**config.mk**
```make
export PLATFORM = sky130hd
export DESIGN_NAME = pkt_next_fetch
export DESIGN_NICKNAME = d
export VERILOG_FILES = /design/src/rtl/nfa_pkg.sv /design/src/rtl/nfa_tag_chk.sv /design/src/rtl/nfa_ras.sv /design/src/rtl/nfa_sel.sv /design/src/rtl/pkt_next_fetch.sv
export SDC_FILE = /design/constraint.sdc
export NUM_CORES = 1
export LEC_CHECK = 0
export BUFFER_PORTS_ARGS = -buffer_cell sky130_fd_sc_hd__buf_2
export CORE_AREA = 2 2 197 180
export DETAILED_ROUTE_END_ITERATION = 12
export DIE_AREA = 0 0 199 182
export GPL_TIMING_DRIVEN = 0
export PLACE_DENSITY = 0.72
export SLEW_MARGIN = 20
export SYNTH_ARGS = -nofsm -noshare
export SYNTH_HDL_FRONTEND = slang
export SYNTH_SLANG_ARGS = --single-unit
```
**constraint.sdc**
```tcl
create_clock -name clk -period 19.73 [get_ports clk]
set_clock_uncertainty 0.1 [all_clocks]
set_input_delay 3.946 -clock clk [delete_from_list [all_inputs] [get_ports clk]]
set_output_delay 3.946 -clock clk [all_outputs]
set_load 0.02 [all_outputs]
```
**src/rtl/nfa_pkg.sv**
```systemverilog
package nfa_pkg;
    localparam int FA_W   = 48;
    localparam int LOW_W  = 16;
    localparam int TOK_W  = 4;
    localparam int JIDX_W = 4;
    localparam int HI_W   = FA_W - LOW_W;

    typedef enum logic [TOK_W-1:0] {
        TK_SEQ  = 4'd0,
        TK_PRED = 4'd1,
        TK_CALL = 4'd2,
        TK_RET  = 4'd3,
        TK_JUMP = 4'd4
    } tok_e;

    typedef struct packed {
        logic [FA_W-1:0]   tag;
        logic [LOW_W-1:0]  seq;
        logic [LOW_W-1:0]  pred;
        logic [TOK_W-1:0]  tok;
        logic [JIDX_W-1:0] jidx;
    } pkt_meta_t;

    typedef struct packed {
        logic push;
        logic pop;
    } stk_op_t;

    function automatic logic [FA_W-1:0] splice_low(input logic [FA_W-1:0] base,
                                                   input logic [LOW_W-1:0] low);
        return {base[FA_W-1:LOW_W], low};
    endfunction
endpackage

```
**src/rtl/nfa_tag_chk.sv**
```systemverilog
module nfa_tag_chk
    import nfa_pkg::*;
(
    input  logic            valid,
    input  logic [FA_W-1:0] stored_tag,
    input  logic [FA_W-1:0] want_addr,
    output logic            hit,
    output logic            miss
);
    logic same;
    always_comb begin
        same = (stored_tag == want_addr);
        hit  = valid && same;
        miss = valid && !same;
    end
endmodule

```
**src/rtl/nfa_ras.sv**
```systemverilog
module nfa_ras
    import nfa_pkg::*;
#(
    parameter int DEPTH = 8
) (
    input  logic            clk,
    input  logic            rst,
    input  logic            push,
    input  logic            pop,
    input  logic [FA_W-1:0] push_addr,
    output logic [FA_W-1:0] top_addr,
    output logic            empty
);
    localparam int PTR_W = (DEPTH > 1) ? $clog2(DEPTH) : 1;
    localparam int CNT_W = $clog2(DEPTH + 1);
    localparam logic [CNT_W-1:0] FULL = CNT_W'(DEPTH);

    logic [FA_W-1:0]  slots [DEPTH];
    logic [PTR_W-1:0] wr_ptr;
    logic [PTR_W-1:0] top_ptr;
    logic [CNT_W-1:0] fill;

    always_comb begin
        top_ptr  = wr_ptr - PTR_W'(1);
        top_addr = slots[top_ptr];
        empty    = (fill == '0);
    end

    always_ff @(posedge clk) begin
        if (push) slots[wr_ptr] <= push_addr;
    end

    always_ff @(posedge clk) begin
        if (rst) begin
            wr_ptr <= '0;
            fill   <= '0;
        end else if (push) begin
            wr_ptr <= wr_ptr + PTR_W'(1);
            if (fill != FULL) fill <= fill + CNT_W'(1);
        end else if (pop && !empty) begin
            wr_ptr <= top_ptr;
            fill   <= fill - CNT_W'(1);
        end
    end


    ras_fill_bound_chk: assert property (@(posedge clk) disable iff (rst)
        fill <= FULL);


    ras_full_stays_chk: assert property (@(posedge clk) disable iff (rst)
        (push && fill == FULL) |=> (fill == FULL));


    ras_empty_pop_chk: assert property (@(posedge clk) disable iff (rst)
        (pop && !push && empty) |=> (empty && $stable(wr_ptr)));
endmodule

```
**src/rtl/nfa_sel.sv**
```systemverilog
module nfa_sel
    import nfa_pkg::*;
(
    input  pkt_meta_t       meta,
    input  logic [FA_W-1:0] stk_top,
    input  logic            stk_empty,
    input  logic [FA_W-1:0] jt_entry,
    output logic [FA_W-1:0] next_addr,
    output logic [FA_W-1:0] fall_addr,
    output stk_op_t         op
);
    logic [FA_W-1:0] pred_addr;

    always_comb begin
        fall_addr = splice_low(meta.tag, meta.seq);
        pred_addr = splice_low(meta.tag, meta.pred);
        op        = '0;
        next_addr = fall_addr;
        case (meta.tok)
            TK_SEQ:  next_addr = fall_addr;
            TK_PRED: next_addr = pred_addr;
            TK_CALL: begin
                next_addr = pred_addr;
                op.push   = 1'b1;
            end
            TK_RET: begin
                op.pop    = 1'b1;
                next_addr = stk_empty ? fall_addr : stk_top;
            end
            TK_JUMP: next_addr = jt_entry;
            default: next_addr = fall_addr;
        endcase
    end
endmodule

```
**src/rtl/pkt_next_fetch.sv**
```systemverilog
module pkt_next_fetch
    import nfa_pkg::*;
#(
    parameter logic [47:0] RESET_ADDR = 48'h00AB_CDEF_0000,
    parameter int          RAS_DEPTH  = 8
) (
    input  logic        clk,
    input  logic        rst,
    input  logic        pkt_valid,
    input  logic [47:0] pkt_tag,
    input  logic [15:0] pkt_seq,
    input  logic [15:0] pkt_pred,
    input  logic [3:0]  pkt_token,
    input  logic [3:0]  pkt_jidx,
    output logic [3:0]  jt_idx,
    input  logic [47:0] jt_entry,
    output logic        pkt_miss,
    output logic [47:0] fetch_addr
);
    pkt_meta_t       meta;
    stk_op_t         op;
    logic            hit;
    logic [FA_W-1:0] next_addr;
    logic [FA_W-1:0] fall_addr;
    logic [FA_W-1:0] stk_top;
    logic            stk_empty;

    always_comb begin
        meta.tag  = pkt_tag;
        meta.seq  = pkt_seq;
        meta.pred = pkt_pred;
        meta.tok  = pkt_token;
        meta.jidx = pkt_jidx;
        jt_idx    = meta.jidx;
    end

    nfa_tag_chk u_tag (
        .valid      (pkt_valid),
        .stored_tag (meta.tag),
        .want_addr  (fetch_addr),
        .hit        (hit),
        .miss       (pkt_miss)
    );

    nfa_sel u_sel (
        .meta      (meta),
        .stk_top   (stk_top),
        .stk_empty (stk_empty),
        .jt_entry  (jt_entry),
        .next_addr (next_addr),
        .fall_addr (fall_addr),
        .op        (op)
    );

    nfa_ras #(.DEPTH(RAS_DEPTH)) u_ras (
        .clk       (clk),
        .rst       (rst),
        .push      (hit && op.push),
        .pop       (hit && op.pop),
        .push_addr (fall_addr),
        .top_addr  (stk_top),
        .empty     (stk_empty)
    );

    always_ff @(posedge clk) begin
        if (rst)      fetch_addr <= RESET_ADDR;
        else if (hit) fetch_addr <= next_addr;
    end


    miss_hold_chk: assert property (@(posedge clk) disable iff (rst)
        pkt_miss |=> $stable(fetch_addr));


    idle_hold_chk: assert property (@(posedge clk) disable iff (rst)
        !pkt_valid |=> $stable(fetch_addr));


    seq_low_chk: assert property (@(posedge clk) disable iff (rst)
        (pkt_valid && !pkt_miss && pkt_token == 4'd0)
            |=> (fetch_addr[LOW_W-1:0] == $past(pkt_seq)));


    pred_low_chk: assert property (@(posedge clk) disable iff (rst)
        (pkt_valid && !pkt_miss && pkt_token == 4'd1)
            |=> (fetch_addr[LOW_W-1:0] == $past(pkt_pred)));
endmodule

```
=== Yosys cells after proc, flatten, opt, wreduce, memory -nomap -nowiden ===
Memory sizes are Yosys's and may differ from the RTL's.
Cells that the tools add are included.

* Word-level logic and storage cells: 37
* Bits in registers: 55
* Memories kept: 1
* Memory bits (writable): 384

* Muxes and demuxes: 11
* Reduce and logical (&&, ||, !) cells: 11
* $add $sub $neg: 4
* Equal/unequal tests: 7

{| class="wikitable"
|+ Memory list
! memory !! depth !! width !! read ports !! clocked after Yosys merged registers in !! write ports !! RTL line !! source
|-
| u_ras.slots || 8 || 48 || 1 || 0 || 1 || nfa_ras.sv:18 || <nowiki>logic [FA_W-1:0] slots [DEPTH];</nowiki>
|}

{| class="wikitable"
|+ Operator list
! cell !! number
|-
| 48-bit one-hot mux with 3 select lines || 1
|-
| 48-bit equality test || 1
|-
| 48-bit two-way mux || 1
|-
| 4-bit two-way mux || 3
|-
| 4-bit by 2-bit equality test with 1-bit output (second input constant) || 2
|-
| 3-bit two-way mux || 2
|-
| 1-bit logical AND || 5
|-
| 4-bit by 1-bit adder with 4-bit output (second input constant) || 1
|-
| 4-bit by 1-bit equality test with 1-bit output (second input constant) || 1
|-
| 4-bit by 3-bit equality test with 1-bit output (second input constant) || 1
|-
| 4-bit logical NOT || 1
|-
| 1-bit two-way mux || 4
|-
| 4-bit inequality test (second input constant) || 1
|-
| 4-bit by 1-bit subtractor with 4-bit output (second input constant) || 1
|-
| 3-bit by 1-bit adder with 3-bit output (second input constant) || 1
|-
| 3-bit by 1-bit subtractor with 3-bit output (second input constant) || 1
|-
| 1-bit logical NOT || 2
|-
| 2-bit inequality test (second input constant) || 1
|-
| 2-bit AND reduction || 1
|-
| 2-bit nonzero test || 1
|-
| 2-bit OR reduction || 1
|}

=== Logic depth before layout (Yosys ltp) ===
* Word-level depth: 6
* Mapped depth: 12

=== Hierarchy ===
A second synthesis with hierarchy kept.

* Cells, all modules: 1077
* Area, all modules: 19022.0 µm²

{| class="wikitable"
|+ By module, submodules not included
! module !! cells each !! times used !! sequential area each (µm²) !! area each (µm²)
|-
| nfa_ras || 624 || 1 || 11671.2 || 14956.8
|-
| pkt_next_fetch || 162 || 1 || 960.9 || 1788.0
|-
| nfa_sel || 225 || 1 || 0.0 || 1744.2
|-
| nfa_tag_chk || 66 || 1 || 0.0 || 533.0
|}

=== Least setup slack after synthesis ===
No wires, ideal clock.

* Kind: input -> register
* Start: input port pkt_tag[7]
* End: memory u_ras.slots[1][0] (enable)
* Arrival time: 8.529 ns
* Stages on the path: 6
* Path slack: 10.588 ns
* Setup time: 0.513 ns
* Cells stage by stage: xor2_1 > nor4_1 > nand4_1 > nor4b_2 > nand3_1 > nor3_1

* Longest elaborated chain between the ends: 5

{| class="wikitable"
|+ RTL lines
! what !! RTL line !! source
|-
| start: declaration || pkt_next_fetch.sv:10 || <nowiki>input logic [47:0] pkt_tag,</nowiki>
|-
| 48-bit equality test || nfa_tag_chk.sv:12 || <nowiki>same = (stored_tag == want_addr);</nowiki>
|-
| 1-bit logical AND || nfa_tag_chk.sv:13 || <nowiki>hit = valid && same;</nowiki>
|-
| 1-bit logical AND || pkt_next_fetch.sv:58 || <nowiki>.push (hit && op.push),</nowiki>
|-
| 1-bit two-way mux || nfa_ras.sv:30 || <nowiki>if (push) slots[wr_ptr] <= push_addr;</nowiki>
|-
| 1-bit two-way mux (implied by the code) || nfa_ras.sv:30 ||
|-
| end: declaration || nfa_ras.sv:18 ||
|}

No other way between the ends.

=== Worst setup path after layout ===
* Start: input port pkt_tag[30]
* End: output port pkt_miss

* Longest elaborated chain between the ends: 3

{| class="wikitable"
|+ RTL lines
! what !! RTL line !! source
|-
| 48-bit equality test || nfa_tag_chk.sv:12 ||
|-
| 1-bit logical NOT || nfa_tag_chk.sv:14 || <nowiki>miss = valid && !same;</nowiki>
|-
| 1-bit logical AND || nfa_tag_chk.sv:14 ||
|-
| end: declaration || pkt_next_fetch.sv:17 || <nowiki>output logic pkt_miss,</nowiki>
|}

No other way between the ends.

==> key figures <==
Clock tree
  – TritonCTS Buffers: 44
  – Worst-Skew Late Latency: 0.54 ns
  – Max clock buf depth: 3
  – Clock sink count: 439
  – Postcts setup bufs: 0
  – Clock-pin slew on the worst setup and hold paths: 0.06 ns
  – Htree depth: 2
  – CTS resizes: 0
  – Root Buffer: clkbuf_16
  – CTS tree: done
  – Post-CTS Hold Buffers: 0

Global routing
  – Global-route wire length before repair: 69.3 mm
  – Grt ovf: 0
  – Largest net degree at the start of global routing: 21
  – Initial antenna violation count: 6
  – Vias in the first global route: 10900
  – Gr usage total: 0.267

Floorplanning
  – Starting Density: 0.519
  – Die Height: 182 um
  – Die ar.: 0.0362 mm2
  – IO Pins: between 150 and 200
  – Die width: 199 um
  – Row count: 65
  – Core ar.: 0.0344 mm2

Route
  – Final ANT Viol Nets: 0
  – Residual DRC: 0
  – Total number of vias: 11100
  – DR WL/cell: 26.7 um
  – DR iter-0 viols: 1528
  – DRT Pass-1 Iters: 6
  – DRT Wirelength: about 48 mm
  – Vias per inst: 6.22

Power
  – Power consumption: approximately 1.9 mW
  – PwrDens: 91.3 mW/mm2
  – Worst-case vdd ir drop: 63.7 uV
  – Leakage: 7.20 nW

STA
  – Max Slew Vio Count: 0
  – Setup TNS Final: 0 ns
  – Tmin final: 10.21 ns
  – Final setup viols: 0
  – Worst slew margin: 0.296
  – RSZ-0062 raised after global routing: no
  – Final period util: 0.518
  – Pin slew with the least headroom to its limit: 1.06 ns
  – Hold Vio Cnt, Final: 0
  – FMAX: 97.9 MHz

Worst hold path
  – Worst Hold Class: reg2reg

Synth
  – Synth Register Bits: 439
  – Seq/Total Area, Yosys: 0.707
  – Post-Syn Area: 0.0179 mm2
  – Synth Flop Type: edfxtp_1
  – Post-Syn Instances: ~1000
  – Async S/R FF share, synth: 0
  – EDFF count, synth: around 380
  – Synth Warn #: 0
  – Post-Synthesis Mean Instance Area: 17.5 um2
  – Syn Nets: 1164
  – Distinct cells, synth: between 40 and 50

Flow run
  – # Max-Cap Violations: 0

Cells and area
  – Synth-to-Final Area Change: 19.1%
  – Most frequent cells in the layout: edfxtp_1, buf_2, mux4_2
  – Most common cell after layout, fill and taps aside: edfxtp_1
  – Fill count: 2478
  – Layout cell share with drive strength beyond 1: 0.319
  – Nets@finish: 1422

Setup path
  – Critical path's largest stage delay: 0.79 ns
  – Slowest-stage cell, CP: nor4_1
  – WP data required: 15.68 ns
  – CP Launch Type: input pin
  – CP cell instances: buf_2 > xor2_1 > nor4_1 > nand4_1 > nor2_1 > a21oi_1 > buf_2
  – Critical Path AT: 6.17 ns
  – Critical path class: in2out
  – Worst path top cell family by delay: simple AND/OR/NAND/NOR gates
  – Most frequent CP cell: buf_2
  – Reg2Reg Setup Slack: 14.99 ns
  – Crit Path Max Fanout: 10
  – Crit end category: output port
  – Buf+Inv Stages, Crit Path: 2

Place
  – Final RePlAce weighted congestion: between 0.8 and 0.9
  – Port Buffer Count: 185
  – Post-DP HPWL: ~33 mm

Run status
  – Status: finished, final reports clean
-- final cells by class --
type	count	area, um2	share of cell area
diodes	2	5.00	0.000235
plain buffers	65	319	0.0150
clock buffers	64	1240	0.0581
clock inverters	16	126	0.00594
inverters	5	18.8	0.000882
multi-input cells	511	4960	0.233
flip-flops and latches	439	12600	0.594
well taps	469	587	0.0276
repair buffers	212	1390	0.0654
-- metrics by stage --
| stage | cells | worst slack [ns] | cell area (um2) | hold WS, ns | utilization |
|---|---|---|---|---|---|
| after global placement | 1674 | 5.90 | 19400 | 0.411 | 0.563 |
| final | 1783 | 9.52 | 21300 | 0.427 | 0.619 |
| after detailed placement | 1701 | 9.62 | 19900 | 0.420 | 0.579 |
| after CTS | 1781 | 9.60 | 21300 | 0.428 | 0.619 |
| after floorplan | 1020 | 10.59 | 17900 | 0.385 | - |
| after global routing | 1782 | 9.44 | 21300 | 0.454 | 0.619 |
-- layer usage --
| layer | routed length [um] | share of wire | global-route usage | up-vias |
|---|---|---|---|---|
| li1 | - | - | - | 4674 |
| met1 | 18500 | 0.39 | 0.372 | 5571 |
| met2 | 22100 | 0.47 | 0.408 | 723 |
| met3 | 5190 | 0.11 | 0.0687 | 116 |
| met4 | 1630 | 0.034 | 0.0997 | 10 |
| met5 | 128 | 0.0027 | 0.0165 | - |
-- logic make-up (layout without fill, tap and decap cells) --
family,after synthesis,count (layout),synth area share
other cells,0,2,0
xor+xnor,54,54,0.0269
fa+ha+maj,5,5,0.00392
simple gates,187,187,0.0510
compound gates,151,151,0.0611
buf+inv,70,362,0.0189
mux,114,114,0.131
flops,439,439,0.707
-- cells in the mapped netlist (2+ instances only) --
cell type  number  area share
a21o_1          3      0.0013
a222oi_1       17      0.0095
o21ai_0        21      0.0059
nand2b_1        2     0.00070
nand3b_1        2     0.00084
nor4_1          9      0.0032
buf_6           2      0.0013
mux2i_1        17      0.0095
nand3_1         4      0.0011
buf_2          18      0.0050
edfxtp_1      384        0.65
xnor2_1        19      0.0093
a22oi_1        16      0.0067
inv_1           5      0.0011
o21ai_1        14      0.0039
xor2_1         34       0.017
nor2_1         76       0.016
and3_1         17      0.0060
nand4_1         6      0.0021
nor3_1         36       0.010
a211oi_1       28       0.012
mux4_2         96        0.12
nand2_1        26      0.0055
a21oi_1        10      0.0028
a211oi_2        5      0.0035
buf_4          10      0.0042
o22ai_1        16      0.0056
clkbuf_1       35      0.0074
dfxtp_1        55       0.062
ha_1            4      0.0028
a31oi_1         2     0.00070
a221oi_1       15      0.0074
-- path summary, 6_finish.rpt --
check / endpoint / startpoint / cells past startpoint
worst max-delay path: pkt_miss / pkt_tag[30] / 7
worst min-delay path: fetch_addr[43] / fetch_addr[43] / 2
worst max register to register: u_ras.slots[1][11] / fetch_addr[9] / 8
worst min register to register: fetch_addr[43] / fetch_addr[43] / 2
-- power breakdown --
part / internal, mW / switching (mW)
sequential: 1.01 / 0.000929
clock: 0.460 / 0.334
combinational: 0.0598 / 0.0801
total: 1.53 / 0.415
-- registers in the layout (all words and copies together) (netlist names) --
register,cells
fetch_addr,48
u_ras.slots,384
u_ras.wr_ptr,3
u_ras.fill,4
-- tightest hold or removal path: stages, from the launching register on --
cell and delay (ns):
dfxtp_1 0.33, nor2_1 0.10, a211oi_1 0.05
(Power assumes the default switching activity.)
